<file path="config.mk">
export PLATFORM = sky130hd
export DESIGN_NAME = flash_window_dec
export DESIGN_NICKNAME = d
export VERILOG_FILES = /design/src/rtl/fwin_pkg.sv /design/src/rtl/fwin_decode.sv /design/src/rtl/fwin_fc_engine.sv /design/src/rtl/fwin_dma_desc.sv /design/src/rtl/flash_window_dec.sv
export SDC_FILE = /design/constraint.sdc
export NUM_CORES = 1
export LEC_CHECK = 0
export BUFFER_PORTS_ARGS = -buffer_cell sky130_fd_sc_hd__buf_4
export CAP_MARGIN = 30
export CORE_MARGIN = 3
export CORE_UTILIZATION = 50
export CTS_CLUSTER_DIAMETER = 50
export DETAILED_ROUTE_END_ITERATION = 6
export GPL_TIMING_DRIVEN = 1
export PLACE_DENSITY = 0.78
export SLEW_MARGIN = 5
export SYNTH_ARGS = -nofsm -noshare
export SYNTH_HDL_FRONTEND = slang
export SYNTH_SLANG_ARGS = --single-unit
</file>
<file path="constraint.sdc">
create_clock -name clk_i -period 5 [get_ports clk_i]
set_clock_uncertainty 0.1 [all_clocks]
set_input_delay 1.5 -clock clk_i [delete_from_list [all_inputs] [get_ports clk_i]]
set_output_delay 1.5 -clock clk_i [all_outputs]
set_load 0.1 [all_outputs]
</file>
<file path="src/rtl/fwin_pkg.sv">
package fwin_pkg;
  typedef enum logic [1:0] {
    FC_CMD   = 2'd0,
    FC_ADDR  = 2'd1,
    FC_WDATA = 2'd2,
    FC_RDATA = 2'd3
  } fc_kind_e;

  typedef enum logic [1:0] {
    MODE_OFF    = 2'd0,
    MODE_RSVD   = 2'd1,
    MODE_DMA    = 2'd2,
    MODE_DIRECT = 2'd3
  } win_mode_e;

  localparam int MODE_LSB      = 26;
  localparam int CTL_BURST_LSB = 16;
  localparam int CTL_IRQ_BIT   = 24;
  localparam logic [7:0] OFS_ADDR_REG = 8'h00;
  localparam logic [7:0] OFS_DATA_REG = 8'h10;
endpackage

</file>
<file path="src/rtl/fwin_decode.sv">
module fwin_decode
  import fwin_pkg::*;
#(
  parameter int OFS_W = 8
) (
  input  logic             clk_i,
  input  logic             rst_ni,
  input  logic             req_i,
  input  logic             we_i,
  input  logic [OFS_W-1:0] addr_i,
  input  logic [31:0]      wdata_i,
  input  logic             wait_i,
  output logic [31:0]      addr_word_o,
  output logic             hit_addr_o,
  output logic             direct_wr_o,
  output logic             direct_rd_o,
  output logic             dma_wr_o,
  output logic             addr_wr_o
);
  localparam logic [OFS_W-1:0] OfsA = OFS_W'(OFS_ADDR_REG);
  localparam logic [OFS_W-1:0] OfsD = OFS_W'(OFS_DATA_REG);

  logic [31:0] addr_q;
  win_mode_e   mode;
  logic [1:0]  sel;
  logic        hit_d;
  logic        accept;

  assign mode   = win_mode_e'(addr_q[MODE_LSB+1:MODE_LSB]);
  assign sel    = addr_q[1:0];
  assign hit_d  = req_i && (addr_i == OfsD);
  assign accept = req_i && !wait_i;

  assign hit_addr_o  = req_i && (addr_i == OfsA);
  assign addr_wr_o   = accept && we_i && hit_addr_o;
  // selector 3 in direct mode is not a flash cycle
  assign direct_wr_o = hit_d && we_i && (mode == MODE_DIRECT) && (sel != 2'd3);
  assign direct_rd_o = hit_d && !we_i && (mode == MODE_DIRECT) && (sel == 2'd2);
  assign dma_wr_o    = accept && hit_d && we_i && (mode == MODE_DMA);

  always_ff @(posedge clk_i or negedge rst_ni) begin
    if (!rst_ni)        addr_q <= '0;
    else if (addr_wr_o) addr_q <= wdata_i;
  end

  assign addr_word_o = addr_q;
endmodule

</file>
<file path="src/rtl/fwin_fc_engine.sv">
module fwin_fc_engine
  import fwin_pkg::*;
(
  input  logic       clk_i,
  input  logic       rst_ni,
  input  logic       start_i,
  input  fc_kind_e   kind_i,
  input  logic [7:0] wdata_i,
  input  logic       take_i,
  input  logic       done_i,
  input  logic [7:0] rdata_i,
  output logic       req_o,
  output fc_kind_e   kind_o,
  output logic [7:0] wdata_o,
  output logic       busy_o,
  output logic       rd_avail_o,
  output logic [7:0] rd_byte_o
);
  logic       req_q, avail_q;
  fc_kind_e   kind_q;
  logic [7:0] wdata_q, rbyte_q;
  logic       fin;

  assign fin = req_q && done_i;

  always_ff @(posedge clk_i or negedge rst_ni) begin
    if (!rst_ni) begin
      req_q   <= 1'b0;
      kind_q  <= FC_CMD;
      wdata_q <= '0;
    end else if (!req_q && start_i) begin
      req_q   <= 1'b1;
      kind_q  <= kind_i;
      wdata_q <= wdata_i;
    end else if (fin) begin
      req_q   <= 1'b0;
    end
  end

  always_ff @(posedge clk_i or negedge rst_ni) begin
    if (!rst_ni) begin
      avail_q <= 1'b0;
      rbyte_q <= '0;
    end else if (fin && kind_q == FC_RDATA) begin
      avail_q <= 1'b1;
      rbyte_q <= rdata_i;
    end else if (take_i) begin
      avail_q <= 1'b0;
    end
  end

  assign req_o      = req_q;
  assign kind_o     = kind_q;
  assign wdata_o    = wdata_q;
  assign busy_o     = req_q;
  assign rd_avail_o = avail_q;
  assign rd_byte_o  = rbyte_q;
endmodule

</file>
<file path="src/rtl/fwin_dma_desc.sv">
module fwin_dma_desc
  import fwin_pkg::*;
#(
  parameter int PAGE_W = 24,
  parameter int PCNT_W = 8
) (
  input  logic              clk_i,
  input  logic              rst_ni,
  input  logic              clear_i,
  input  logic              wr_i,
  input  logic [31:0]       wdata_i,
  input  logic [PAGE_W-1:0] page_i,
  output logic              start_o,
  output logic [PAGE_W-1:0] page_o,
  output logic [PCNT_W-1:0] count_o,
  output logic [7:0]        burst_o,
  output logic              irq_o,
  output logic [63:0]       addr_o,
  output logic [7:0]        area_o
);
  typedef enum logic [1:0] {ST_CTRL, ST_LO, ST_HI} step_e;

  step_e             step_q;
  logic [PCNT_W-1:0] cnt_q;
  logic [7:0]        burst_q;
  logic              irq_q;
  logic [31:0]       lo_q;
  logic              area_cmd, adv, last;

  assign area_cmd = wr_i && (step_q == ST_CTRL) && (wdata_i[31:8] == '0);
  assign adv      = wr_i && !area_cmd;
  assign last     = adv && (step_q == ST_HI);

  always_ff @(posedge clk_i or negedge rst_ni) begin
    if (!rst_ni) begin
      step_q  <= ST_CTRL;
      cnt_q   <= '0;
      burst_q <= '0;
      irq_q   <= 1'b0;
      lo_q    <= '0;
    end else if (clear_i) begin
      step_q  <= ST_CTRL;
    end else if (adv) begin
      unique case (step_q)
        ST_CTRL: begin
          cnt_q   <= wdata_i[PCNT_W-1:0];
          burst_q <= wdata_i[CTL_BURST_LSB+7:CTL_BURST_LSB];
          irq_q   <= wdata_i[CTL_IRQ_BIT];
          step_q  <= ST_LO;
        end
        ST_LO: begin
          lo_q   <= wdata_i;
          step_q <= ST_HI;
        end
        default: step_q <= ST_CTRL;
      endcase
    end
  end

  always_ff @(posedge clk_i or negedge rst_ni) begin
    if (!rst_ni) begin
      start_o <= 1'b0;
      page_o  <= '0;
      count_o <= '0;
      burst_o <= '0;
      irq_o   <= 1'b0;
      addr_o  <= '0;
    end else begin
      start_o <= last;
      if (last) begin
        page_o  <= page_i;
        count_o <= cnt_q;
        burst_o <= burst_q;
        irq_o   <= irq_q;
        addr_o  <= {wdata_i, lo_q};
      end
    end
  end

  always_ff @(posedge clk_i or negedge rst_ni) begin
    if (!rst_ni)       area_o <= '0;
    else if (area_cmd) area_o <= wdata_i[7:0];
  end
endmodule

</file>
<file path="src/rtl/flash_window_dec.sv">
module flash_window_dec
  import fwin_pkg::*;
#(
  parameter int OFS_W  = 8,
  parameter int PAGE_W = 24,
  parameter int PCNT_W = 8
) (
  input  logic              clk_i,
  input  logic              rst_ni,
  input  logic              bus_req_i,
  input  logic              bus_we_i,
  input  logic [OFS_W-1:0]  bus_addr_i,
  input  logic [31:0]       bus_wdata_i,
  output logic [31:0]       bus_rdata_o,
  output logic              bus_wait_o,
  output logic              fc_req_o,
  output logic [1:0]        fc_kind_o,
  output logic [7:0]        fc_wdata_o,
  input  logic              fc_done_i,
  input  logic [7:0]        fc_rdata_i,
  output logic              dma_start_o,
  output logic [PAGE_W-1:0] dma_page_o,
  output logic [PCNT_W-1:0] dma_count_o,
  output logic [7:0]        dma_burst_o,
  output logic              dma_irq_o,
  output logic [63:0]       dma_addr_o,
  output logic [7:0]        area_sel_o
);
  logic [31:0] addr_word;
  logic        hit_addr, direct_wr, direct_rd, dma_wr, addr_wr;
  logic        busy, rd_avail, fc_start, take;
  logic [7:0]  rd_byte;
  fc_kind_e    start_kind, eng_kind;

  fwin_decode #(.OFS_W(OFS_W)) u_decode (
    .clk_i, .rst_ni,
    .req_i       (bus_req_i),
    .we_i        (bus_we_i),
    .addr_i      (bus_addr_i),
    .wdata_i     (bus_wdata_i),
    .wait_i      (bus_wait_o),
    .addr_word_o (addr_word),
    .hit_addr_o  (hit_addr),
    .direct_wr_o (direct_wr),
    .direct_rd_o (direct_rd),
    .dma_wr_o    (dma_wr),
    .addr_wr_o   (addr_wr)
  );

  assign bus_wait_o = (direct_wr && busy) || (direct_rd && !rd_avail);
  assign fc_start   = (direct_wr && !busy) || (direct_rd && !rd_avail && !busy);
  assign start_kind = direct_rd ? FC_RDATA : fc_kind_e'(addr_word[1:0]);
  assign take       = direct_rd && rd_avail;

  fwin_fc_engine u_engine (
    .clk_i, .rst_ni,
    .start_i    (fc_start),
    .kind_i     (start_kind),
    .wdata_i    (bus_wdata_i[7:0]),
    .take_i     (take),
    .done_i     (fc_done_i),
    .rdata_i    (fc_rdata_i),
    .req_o      (fc_req_o),
    .kind_o     (eng_kind),
    .wdata_o    (fc_wdata_o),
    .busy_o     (busy),
    .rd_avail_o (rd_avail),
    .rd_byte_o  (rd_byte)
  );
  assign fc_kind_o = eng_kind;

  fwin_dma_desc #(.PAGE_W(PAGE_W), .PCNT_W(PCNT_W)) u_desc (
    .clk_i, .rst_ni,
    .clear_i (addr_wr),
    .wr_i    (dma_wr),
    .wdata_i (bus_wdata_i),
    .page_i  (addr_word[PAGE_W-1:0]),
    .start_o (dma_start_o),
    .page_o  (dma_page_o),
    .count_o (dma_count_o),
    .burst_o (dma_burst_o),
    .irq_o   (dma_irq_o),
    .addr_o  (dma_addr_o),
    .area_o  (area_sel_o)
  );

  always_comb begin
    bus_rdata_o = '0;
    if (hit_addr && !bus_we_i) bus_rdata_o = addr_word;
    else if (take)             bus_rdata_o = {24'h0, rd_byte};
  end
endmodule

</file>
==> impl_metrics.env, run 1 <==
export IMPL_synth_area_per_cell_um2=16.27
export IMPL_grt_pass1_wl_um=32690
export IMPL_yosysWarnings=0
export IMPL_cap_violations=0
export IMPL_cts_made_buffers=23
export IMPL_relSlewSlack=0.4111
export IMPL_timing_critical_path_to="bus_rdata_o[6]"
export IMPL_place_hpwl_um=13940
export IMPL_swShare=0.2029
export IMPL_path_cells="buf_4, or4b_4, nor4_1, buf_4, and2_2, a22o_2, buf_6"
export IMPL_p_leak_nw=6.053
export IMPL_clk_latency_ns=0.50
export IMPL_worst_path_largest_cell_delay_ns=0.57
export IMPL_synth_top_cell_area_share=0.6226
export IMPL_dr_max_layer_used="met4"
export IMPL_cts_tree="built"
export IMPL_status="complete, no violations"
export IMPL_worst_slew_pin_slew_ns=0.8834
export IMPL_holdWs_ns=0.3977
export IMPL_cp_start_kind="primary input"
export IMPL_final_nets=811
export IMPL_worstPathArrival_ns=3.32
export IMPL_place_port_buffers=210
export IMPL_grt_pass1_vias=5861
export IMPL_synth_most_common_cell="dfrtp_1"
export IMPL_setup_violations=0
export IMPL_required_ns=3.40
export IMPL_vias=5337
export IMPL_layout_min_cycle_time_ns=4.916
export IMPL_drtIter0Drc=218
export IMPL_rsz0062_at_grt="no"
export IMPL_synth_distinct_cells=36
export IMPL_holdBufCountCts=0
export IMPL_finalWorstSetupSlack_ns=0.08413
export IMPL_ctsLongestPathBuffers=3
export IMPL_cts_root_buf="clkbuf_16"
export IMPL_seq_area_frac_synth=0.6226
export IMPL_fp_row_count=47
export IMPL_place_congestion=0.7774
export IMPL_pwr_share_seq=0.493
export IMPL_synth_cells=536
export IMPL_ioPinCount=211
export IMPL_path_max_fanout=8
export IMPL_die_area_um2=19060
export IMPL_synth_flop_cell="dfrtp_1"
export IMPL_crit_start="bus_addr_i[0]"
export IMPL_core_um2=16820
export IMPL_grt_usage=0.2085
export IMPL_drt_first_pass_iters=4
export IMPL_synth_async_sr_flop_share=1.000
export IMPL_postRouteAntennaNets=0
export IMPL_dr_wl_met3_um=1279
export IMPL_n_antenna_cell=0
export IMPL_drt_wl_total_um=20080
export IMPL_grt_max_degree=104
export IMPL_post_cts_buffers=0
export IMPL_synthesis_nets=589
export IMPL_grt_overflow_total=0
export IMPL_reg2reg_to="u_desc.burst_q[3]"
export IMPL_syn_to_final_growth_pct=30.38
export IMPL_final_util=0.6762
export IMPL_cp_common_cell="buf_4"
export IMPL_slew_viol_final=0
export IMPL_yosys_area_top_type="dfrtp_1"
export IMPL_critPathTopFamily="simple AND/OR/NAND/NOR gates"
export IMPL_netlist_top_cells_count="dfrtp_1 (217), mux2_2 (170), mux2_4 (39), and2_1 (26), nor4_1 (9)"
export IMPL_rr_worst_depth=4
export IMPL_comb_power_share=0.029
export IMPL_cts_max_level=1
export IMPL_via_per_inst=5.380
export IMPL_worstSetupEndpointType="output port"
export IMPL_drc=0
export IMPL_r2r_setup_slack_ns=2.61
export IMPL_worstReg2RegStart="u_desc.step_q[1]"
export IMPL_detail_route_wl_per_cell_um=20.24
export IMPL_yosys_top_cells_area="dfrtp_1 (62%), mux2_2 (22%), mux2_4 (6.7%)"
export IMPL_fp_dieW_um=138.1
export IMPL_dieHeight_um=138.1
export IMPL_net_switching_power_uw=728.0
export IMPL_powerDensity_nw_per_um2=315.5
export IMPL_antenna_found_initial=0
export IMPL_synth_area_um2=8722
export IMPL_min_path_type="reg -> reg"
export IMPL_worst_path_stages=7
export IMPL_drive_above_1_share=0.6554
export IMPL_finalCritPeriodShare=0.9832
export IMPL_wl_met1_um=8284
export IMPL_finalHoldViolations=0
export IMPL_start_util=0.5186
export IMPL_cts_sinks=217
export IMPL_wl_met2_um=10080
export IMPL_ys_seq_elements=217
export IMPL_cts_clk_slew_worst_paths_ns=0.06
export IMPL_synth_edff_count=0
export IMPL_path_class="in -> out"
export IMPL_peakVddDrop_mv=0.3441
export IMPL_pre_cts_slack_ns=-0.05099
export IMPL_path_buf_inv=3
export IMPL_p_int_mw=2.860
export IMPL_fmax_mhz=203.4
export IMPL_crit_slowest_cell="or4b_4"
export IMPL_clkPwrFrac=0.478
layout make-up:
| class | count | area (um2) |
|---|---|---|
| clock buffers | 33 | 653.1 |
| clock inverters | 6 | 108.9 |
| fillers | 1184 | 5446 |
| inverters | 3 | 11.26 |
| multi-input cells | 290 | 3146 |
| flip-flops and latches | 217 | 5430 |
| well taps | 220 | 275.3 |
| repair buffers | 223 | 1748 |
per-stage QoR:
| stage | instances | instance area (um2) | setup TNS (ns) | power [mW] |
|---|---|---|---|---|
| after floorplan | 536 | 8777 | 0 | 1.811 |
| after global placement | 953 | 10570 | -0.3304 | 1.903 |
| after detailed placement | 953 | 10570 | -0.3043 | 1.908 |
| after CTS | 992 | 11340 | 0 | 3.626 |
| after global routing | 992 | 11370 | 0 | 3.711 |
| final | 992 | 11370 | 0 | 3.588 |
state kept, by name, indices dropped and copies added (netlist names), 2 cells and up:
register and count:
u_engine.rd_byte_o 8, u_desc.step_q 2, u_desc.area_o 8, u_engine.kind_o 2, u_desc.cnt_q 8, u_desc.addr_o 64
u_decode.addr_word_o 32, u_desc.burst_q 8, u_desc.page_o 24, u_desc.lo_q 32, u_engine.wdata_o 8, u_desc.burst_o 8
u_desc.count_o 8
cells by family (layout without fill, tap and decap cells):
kind of cell	count (synthesis)	count (layout)	share of synthesized area
flops	217	217	0.6226
mux	212	212	0.2903
simple gates	61	61	0.04734
buf+inv	29	265	0.02539
compound gates	17	17	0.01435
power groups by stage:
stage	Sequential, mW	Combinational (mW)	Clock, mW
detailed placement	1.80	0.106	0
CTS	1.77	0.107	1.75
floorplan	1.80	0.0125	0
global placement	1.80	0.103	0
global route	1.77	0.116	1.83
finish	1.77	0.104	1.71
layer usage:
layer,GRT usage,vias to the layer above
met1,0.2722,2765
li1,-,2370
met5,0,-
met4,0.04524,0
met3,0.05421,33
met2,0.3551,169
timing repair:
| action | CTS | global route |
|---|---|---|
| gates cloned | 0 | 0 |
| endpoints found under the setup margin | 8 | 32 |
| resized for setup | 2 | 8 |
worst min-delay path by stage:
stage | endpoint | start | depth (start not counted) | slack (ns)
floorplan | u_desc.burst_q[2] | u_desc.burst_q[2] | 1 | 0.36
CTS | u_desc.burst_q[2] | u_desc.burst_q[2] | 1 | 0.40
finish | u_decode.addr_word_o[24] | u_decode.addr_word_o[24] | 1 | 0.40
global route | u_decode.addr_word_o[29] | u_decode.addr_word_o[29] | 1 | 0.41
detailed placement | u_desc.burst_q[2] | u_desc.burst_q[2] | 1 | 0.38
global placement | u_desc.burst_q[2] | u_desc.burst_q[2] | 1 | 0.37
placed cells by master, fill, tap and decap left out, types with 5 or more instances in the layout:
cell | synthesis | layout
dfrtp_1 | 217 | 217
buf_4 | 7 | 211
mux2_2 | 170 | 170
mux2_4 | 39 | 39
and2_2 | 0 | 25
clkbuf_16 | 0 | 23
a22o_2 | 0 | 8
buf_6 | 0 | 8
nor4_1 | 9 | 7
clkbuf_1 | 6 | 6
clkbuf_8 | 0 | 5
Power figures use the tool's default switching activity.
==> inputs of run 2 (changes only) <==
--- a/config.mk
+++ b/config.mk
@@ -12,8 +12,10 @@
 export CTS_CLUSTER_DIAMETER = 50
 export DETAILED_ROUTE_END_ITERATION = 6
 export GPL_TIMING_DRIVEN = 1
+export HOLD_SLACK_MARGIN = 0.03
 export PLACE_DENSITY = 0.78
 export SLEW_MARGIN = 5
 export SYNTH_ARGS = -nofsm -noshare
 export SYNTH_HDL_FRONTEND = slang
+export SYNTH_HIERARCHICAL = 1
 export SYNTH_SLANG_ARGS = --single-unit
==> impl_metrics.env, run 2 <==
export IMPL_drc=0
export IMPL_relSlewSlack=0.4132
export IMPL_peakVddDrop_mv=0.3395
export IMPL_worstReg2RegStart="u_decode/addr_word_o[0]"
export IMPL_cts_tree="built"
export IMPL_min_path_type="reg -> reg"
export IMPL_rsz0062_at_grt="no"
export IMPL_regMostFlops="u_desc/addr_o"
export IMPL_setup_violations=0
export IMPL_synth_cells=776
export IMPL_reg2reg_to="u_desc/burst_q[2]"
export IMPL_ioPinCount=211
export IMPL_n_antenna_cell=0
export IMPL_die_area_um2=19230
export IMPL_grt_pass1_wl_um=35840
export IMPL_p_int_mw=2.869
export IMPL_place_hpwl_um=14950
export IMPL_clk_latency_ns=0.51
export IMPL_path_class="in -> out"
export IMPL_yosys_area_top_type="dfrtp_1"
export IMPL_cts_made_buffers=24
export IMPL_ctsLongestPathBuffers=3
export IMPL_yosysWarnings=6
export IMPL_grt_pass1_vias=6497
export IMPL_fp_row_count=47
export IMPL_yosys_top_cells_area="dfrtp_1 (62%), nand2_1 (14%), mux2_2 (8.8%)"
export IMPL_powerDensity_nw_per_um2=318.3
export IMPL_finalHoldViolations=0
export IMPL_n_fill_cell=1278
export IMPL_path_max_fanout=12
export IMPL_finalCritPeriodShare=0.9512
export IMPL_hold_start="u_desc/burst_q[1]"
export IMPL_cts_sinks=217
export IMPL_layout_min_cycle_time_ns=4.756
export IMPL_hold_path_depth=2
export IMPL_comb_power_share=0.031
export IMPL_cts_clk_slew_worst_paths_ns=0.06
export IMPL_place_port_buffers=210
export IMPL_fmax_mhz=210.3
export IMPL_net_switching_power_uw=772.5
export IMPL_cts_root_buf="clkbuf_16"
export IMPL_postRouteAntennaNets=0
export IMPL_vias=6315
export IMPL_final_cell_mix="nand2_1 (321), buf_4 (221), dfrtp_1 (217), mux2_2 (69), mux2_4 (29)"
export IMPL_synth_distinct_cells=35
export IMPL_cp_start_kind="primary input"
export IMPL_status="complete, no violations"
export IMPL_antenna_found_initial=0
export IMPL_post_cts_resized=0
export IMPL_syn_to_final_growth_pct=29.96
export IMPL_synth_top_cell_area_share=0.6169
export IMPL_place_congestion=0.8072
export IMPL_p_leak_nw=6.443
export IMPL_synth_area_um2=8802
export IMPL_synth_flop_cell="dfrtp_1"
export IMPL_post_cts_buffers=0
export IMPL_holdBufCountCts=0
export IMPL_whs_endpoint="u_desc/burst_o[1]"
export IMPL_start_util=0.5215
export IMPL_rr_worst_depth=13
export IMPL_cts_max_level=1
export IMPL_worst_slew_pin_slew_ns=0.8802
export IMPL_required_ns=3.40
export IMPL_drive_above_1_share=0.3813
export IMPL_final_util=0.6778
export IMPL_setup_tns_ns=0
export IMPL_netlist_top_cells_count="nand2_1 (322), dfrtp_1 (217), mux2_2 (69), mux2_4 (29), and2_1 (25)"
export IMPL_ys_seq_elements=217
export IMPL_pwr_share_seq=0.486
export IMPL_core_um2=16880
export IMPL_slew_viol_final=0
export IMPL_final_nets=1043
export IMPL_synth_most_common_cell="nand2_1"
export IMPL_largest_reg_flops=64
export IMPL_drt_wl_total_um=22230
export IMPL_final_common_cell="nand2_1"
export IMPL_worstPathArrival_ns=3.16
export IMPL_clkPwrFrac=0.483
export IMPL_grt_max_degree=120
export IMPL_synth_area_per_cell_um2=11.34
export IMPL_synth_edff_count=0
export IMPL_swShare=0.2121
export IMPL_r2r_setup_slack_ns=1.82
export IMPL_worstSetupEndpointType="output port"
export IMPL_dieHeight_um=138.7
export IMPL_seq_area_frac_synth=0.6169
export IMPL_fp_dieW_um=138.7
export IMPL_via_per_inst=5.147
export IMPL_drtIter0Drc=331
export IMPL_detail_route_wl_per_cell_um=18.12
export IMPL_drt_first_pass_iters=4
export IMPL_grt_overflow_total=0
export IMPL_grt_usage=0.2273
export IMPL_cap_violations=0
export IMPL_synthesis_nets=829
export IMPL_synth_async_sr_flop_share=1.000
-- run 2: changes by cell type after synthesis, moves of 6 or more --
| cell | before | now |
|---|---|---|
| buf_1 | 0 | 6 |
| buf_4 | 7 | 1 |
| buf_6 | 0 | 9 |
| clkbuf_1 | 6 | 17 |
| mux2_2 | 170 | 69 |
| mux2_4 | 39 | 29 |
| nand2_1 | 3 | 322 |
| nand3_1 | 1 | 9 |
| nand3b_1 | 1 | 10 |
-- run 2: worst max path at each step --
stage / from / end / slack, ns / cells past startpoint
2_1_floorplan: bus_addr_i[6] / bus_rdata_o[1] / 0.006 / 6
3_3_place_gp: bus_addr_i[3] / bus_rdata_o[25] / 0.33 / 8
3_5_place_dp: bus_addr_i[6] / bus_rdata_o[5] / 0.25 / 8
6_report: bus_addr_i[6] / bus_rdata_o[5] / 0.24 / 8
5_1_grt: bus_addr_i[3] / bus_rdata_o[5] / 0.1 / 8
4_1_cts: bus_addr_i[6] / bus_rdata_o[5] / 0.25 / 8
-- run 2: stage by stage --
step	worst slack (ns)	area, um2	hold WS [ns]	instances	power [mW]
2_1_floorplan	0.006358	8835	0.3331	776	1.816
3_3_place_gp	0.3256	10640	0.3403	1184	1.917
3_5_place_dp	0.2520	10640	0.3516	1184	1.919
4_1_cts	0.2480	11440	0.3658	1227	3.685
5_1_grt	0.09545	11440	0.3861	1227	3.767
6_report	0.2441	11440	0.3621	1227	3.641
-- run 2: power by group through the flow --
stage          Clock (mW)  Combinational [mW]  Sequential, mW
6_report             1.76               0.113            1.77
5_1_grt              1.87               0.125            1.77
4_1_cts              1.80               0.117            1.77
3_5_place_dp            0               0.117            1.80
3_3_place_gp            0               0.115            1.80
2_1_floorplan           0              0.0165            1.80
-- run 2: final cells by class --
type	count	area (um2)	area share
clock inverters	7	77.57	0.006781
multi-input cells	518	3179	0.2779
flip-flops and latches	217	5430	0.4747
inverters	4	16.27	0.001422
repair buffers	225	1734	0.1516
well taps	220	275.3	0.02406
clock buffers	36	726.9	0.06355
-- run 2: cells by family (layout without fill, tap and decap cells) --
| family | after synthesis | count (layout) | share of synthesized area |
|---|---|---|---|
| simple gates | 397 | 397 | 0.1987 |
| flops | 217 | 217 | 0.6169 |
| compound gates | 17 | 17 | 0.01279 |
| buf+inv | 41 | 272 | 0.02615 |
| mux | 104 | 104 | 0.1454 |
-- run 2: worst max-delay path, cell delays in order --
cell     delay [ns]
buf_4          0.12
nor4b_4        0.34
nand2_1        0.18
nor3_1         0.24
buf_4          0.22
nand3_1        0.11
o21ai_2        0.14
buf_4          0.30
-- run 2: routing by layer --
metal	global-route usage	vias up	routed length, um
li1	-	2945	-
met1	0.3225	3155	10060
met2	0.3702	188	10490
met3	0.04207	27	1351
met4	0.05149	0	329
met5	0	-	0
==> inputs of run 3 (changes only) <==
--- a/config.mk
+++ b/config.mk
@@ -7,13 +7,15 @@
 export LEC_CHECK = 0
 export BUFFER_PORTS_ARGS = -buffer_cell sky130_fd_sc_hd__buf_4
 export CAP_MARGIN = 30
+export CELL_PAD_IN_SITES_DETAIL_PLACEMENT = 1
+export CELL_PAD_IN_SITES_GLOBAL_PLACEMENT = 2
 export CORE_MARGIN = 3
-export CORE_UTILIZATION = 50
+export CORE_UTILIZATION = 34
 export CTS_CLUSTER_DIAMETER = 50
 export DETAILED_ROUTE_END_ITERATION = 6
 export GPL_TIMING_DRIVEN = 1
 export HOLD_SLACK_MARGIN = 0.03
-export PLACE_DENSITY = 0.78
+export PLACE_DENSITY = 0.82
 export SLEW_MARGIN = 5
 export SYNTH_ARGS = -nofsm -noshare
 export SYNTH_HDL_FRONTEND = slang
==> constraint.sdc (replaced) <==
create_clock -name clk_i -period 4.72 [get_ports clk_i]
set_clock_uncertainty 0.1 [all_clocks]
set_input_delay 1.416 -clock clk_i [delete_from_list [all_inputs] [get_ports clk_i]]
set_output_delay 1.416 -clock clk_i [all_outputs]
set_load 0.1 [all_outputs]
==> impl_metrics.env, run 3 (synthesized netlist as in run 2, its figures left out) <==
export IMPL_required_ns=3.20
export IMPL_path_buf_inv=3
export IMPL_via_per_inst=4.708
export IMPL_status="complete, no violations"
export IMPL_timing_critical_path_to="bus_rdata_o[28]"
export IMPL_fp_row_count=58
export IMPL_final_util=0.4667
export IMPL_reg2reg_to="u_desc/cnt_q[0]"
export IMPL_multiInputGateArea_um2=3229
export IMPL_ctsLongestPathBuffers=3
export IMPL_grt_usage=0.1816
export IMPL_finalCritPeriodShare=0.9729
export IMPL_die_area_um2=27860
export IMPL_drc=0
export IMPL_dr_wl_met3_um=1411
export IMPL_place_congestion=0.7193
export IMPL_grt_max_degree=126
export IMPL_cp_common_cell="buf_4"
export IMPL_cts_clk_slew_worst_paths_ns=0.06
export IMPL_rr_worst_depth=12
export IMPL_pwr_share_seq=0.459
export IMPL_powerDensity_nw_per_um2=346.0
export IMPL_dr_max_layer_used="met4"
export IMPL_n_fill_cell=2736
export IMPL_dieHeight_um=166.9
export IMPL_drtIter0Drc=314
export IMPL_setup_violations=0
export IMPL_wl_met1_um=11370
export IMPL_path_class="in -> out"
export IMPL_largest_reg_flops=64
export IMPL_detail_route_wl_per_cell_um=19.07
export IMPL_cts_root_buf="clkbuf_16"
export IMPL_final_cell_mix="nand2_1 (321), dfrtp_1 (217), buf_4 (207), mux2_2 (69), mux2_4 (29)"
export IMPL_swShare=0.2335
export IMPL_dp_cells=1292
export IMPL_worst_slew_pin_slew_ns=1.020
export IMPL_peakVddDrop_mv=0.1686
export IMPL_p_int_mw=3.135
export IMPL_clk_latency_ns=0.53
export IMPL_drive_above_1_share=0.3915
export IMPL_path_max_fanout=27
export IMPL_cap_violations=0
export IMPL_grt_overflow_total=0
export IMPL_fmax_mhz=217.8
export IMPL_drt_first_pass_iters=4
export IMPL_ioPinCount=211
export IMPL_register_area_um2=5430
export IMPL_cts_tree="built"
export IMPL_worst_path_stages=8
export IMPL_net_switching_power_uw=955.1
export IMPL_cts_sinks=217
export IMPL_start_util=0.3475
export IMPL_layout_min_cycle_time_ns=4.592
export IMPL_crit_slowest_cell="nor4b_4"
export IMPL_stdcell_count=1344
export IMPL_p_leak_nw=6.523
export IMPL_wl_met2_um=12290
export IMPL_antenna_found_initial=0
export IMPL_n_antenna_cell=0
export IMPL_postRouteAntennaNets=0
export IMPL_relSlewSlack=0.3201
export IMPL_min_path_type="reg -> reg"
export IMPL_vias=6327
export IMPL_place_hpwl_um=16900
export IMPL_finalHoldViolations=0
export IMPL_fp_dieW_um=166.9
export IMPL_drt_wl_total_um=25630
export IMPL_place_port_buffers=210
export IMPL_cts_max_level=1
export IMPL_path_cells="buf_4, nor4b_4, nand2_1, nor2_1, nor2b_4, buf_12, and2_2, buf_4"
export IMPL_grt_pass1_vias=6858
export IMPL_worstSetupEndpointType="output port"
export IMPL_holdBufCountCts=0
export IMPL_cp_start_kind="primary input"
export IMPL_comb_power_share=0.031
export IMPL_r2r_setup_slack_ns=1.60
export IMPL_cts_made_buffers=28
export IMPL_total_power_mw=4.090
export IMPL_crit_start="bus_addr_i[6]"
export IMPL_core_um2=25330
export IMPL_final_common_cell="nand2_1"
export IMPL_critPathTopFamily="simple AND/OR/NAND/NOR gates"
export IMPL_clkPwrFrac=0.511
export IMPL_worstReg2RegStart="u_decode/addr_word_o[27]"
export IMPL_grt_pass1_wl_um=40900
export IMPL_final_nets=1045
export IMPL_holdWs_ns=0.3626
export IMPL_worst_path_largest_cell_delay_ns=0.35
export IMPL_worstPathArrival_ns=3.08
export IMPL_post_cts_buffers=0
export IMPL_slew_viol_final=0
export IMPL_regMostFlops="u_desc/addr_o"
export IMPL_syn_to_final_growth_pct=34.29
==> run 3: worst min path at each step <==
| stage | depth (start not counted) | end | from |
|---|---|---|---|
| after floorplan | 2 | u_desc/burst_o[0] | u_desc/burst_q[0] |
| after global placement | 2 | u_desc/irq_o | u_desc/irq_q |
| after detailed placement | 2 | u_desc/count_o[1] | u_desc/cnt_q[1] |
| after CTS | 2 | u_desc/count_o[1] | u_desc/cnt_q[1] |
| after global routing | 2 | u_desc/addr_o[16] | u_desc/lo_q[16] |
| final | 2 | u_desc/burst_o[5] | u_desc/burst_q[5] |
==> run 3: power groups by stage <==
stage / combinational, mW / clock (mW) / sequential, mW
after floorplan: 0.0175 / 0 / 1.91
after global placement: 0.130 / 0 / 1.91
after detailed placement: 0.131 / 0 / 1.91
after CTS: 0.131 / 2.16 / 1.88
after global routing: 0.139 / 2.26 / 1.87
final: 0.126 / 2.09 / 1.88
==> run 3: worst register-to-register path: stages (launching register included) <==
cell	delay (ns)
dfrtp_1	0.49
nand3_1	0.16
nor3_1	0.06
buf_4	0.18
nand2b_1	0.12
nand2_2	0.08
nor2_1	0.09
nand4_1	0.09
nor2_1	0.30
or3b_4	0.48
o31ai_4	0.28
buf_4	0.23
mux2_2	0.35
==> run 3: final cells by class <==
| cell class | count | area share |
|---|---|---|
| sequential | 217 | 0.4594 |
| multi-input combinational | 518 | 0.2732 |
| timing repair buffer | 223 | 0.1522 |
| clock buffer | 34 | 0.06372 |
| tap | 330 | 0.03493 |
| clock inverter | 18 | 0.01503 |
| inverter | 4 | 0.001482 |
==> run 3: what timing repair did <==
item / 4_1_cts / 5_1_grt
setup endpoints to repair: 0 / 8
resized for setup: 0 / 8
hold endpoints to repair: 0 / 0
==> run 3: through the flow <==
step	setup TNS, ns	setup slack, ns	area (um2)
6_report	0	0.1278	11820
5_1_grt	-0.01433	-0.01433	11820
3_3_place_gp	0	0.1381	10860
3_5_place_dp	0	0.1041	10860
2_1_floorplan	-0.1056	-0.1056	8885
4_1_cts	0	0.1045	11790
==> run 3: per-layer routing <==
metal  track usage  vias to the layer above
met3       0.03371                       34
met2        0.2973                      149
li1              -                     2956
met1        0.2504                     3188
met4       0.04663                        0
met5             0                        -
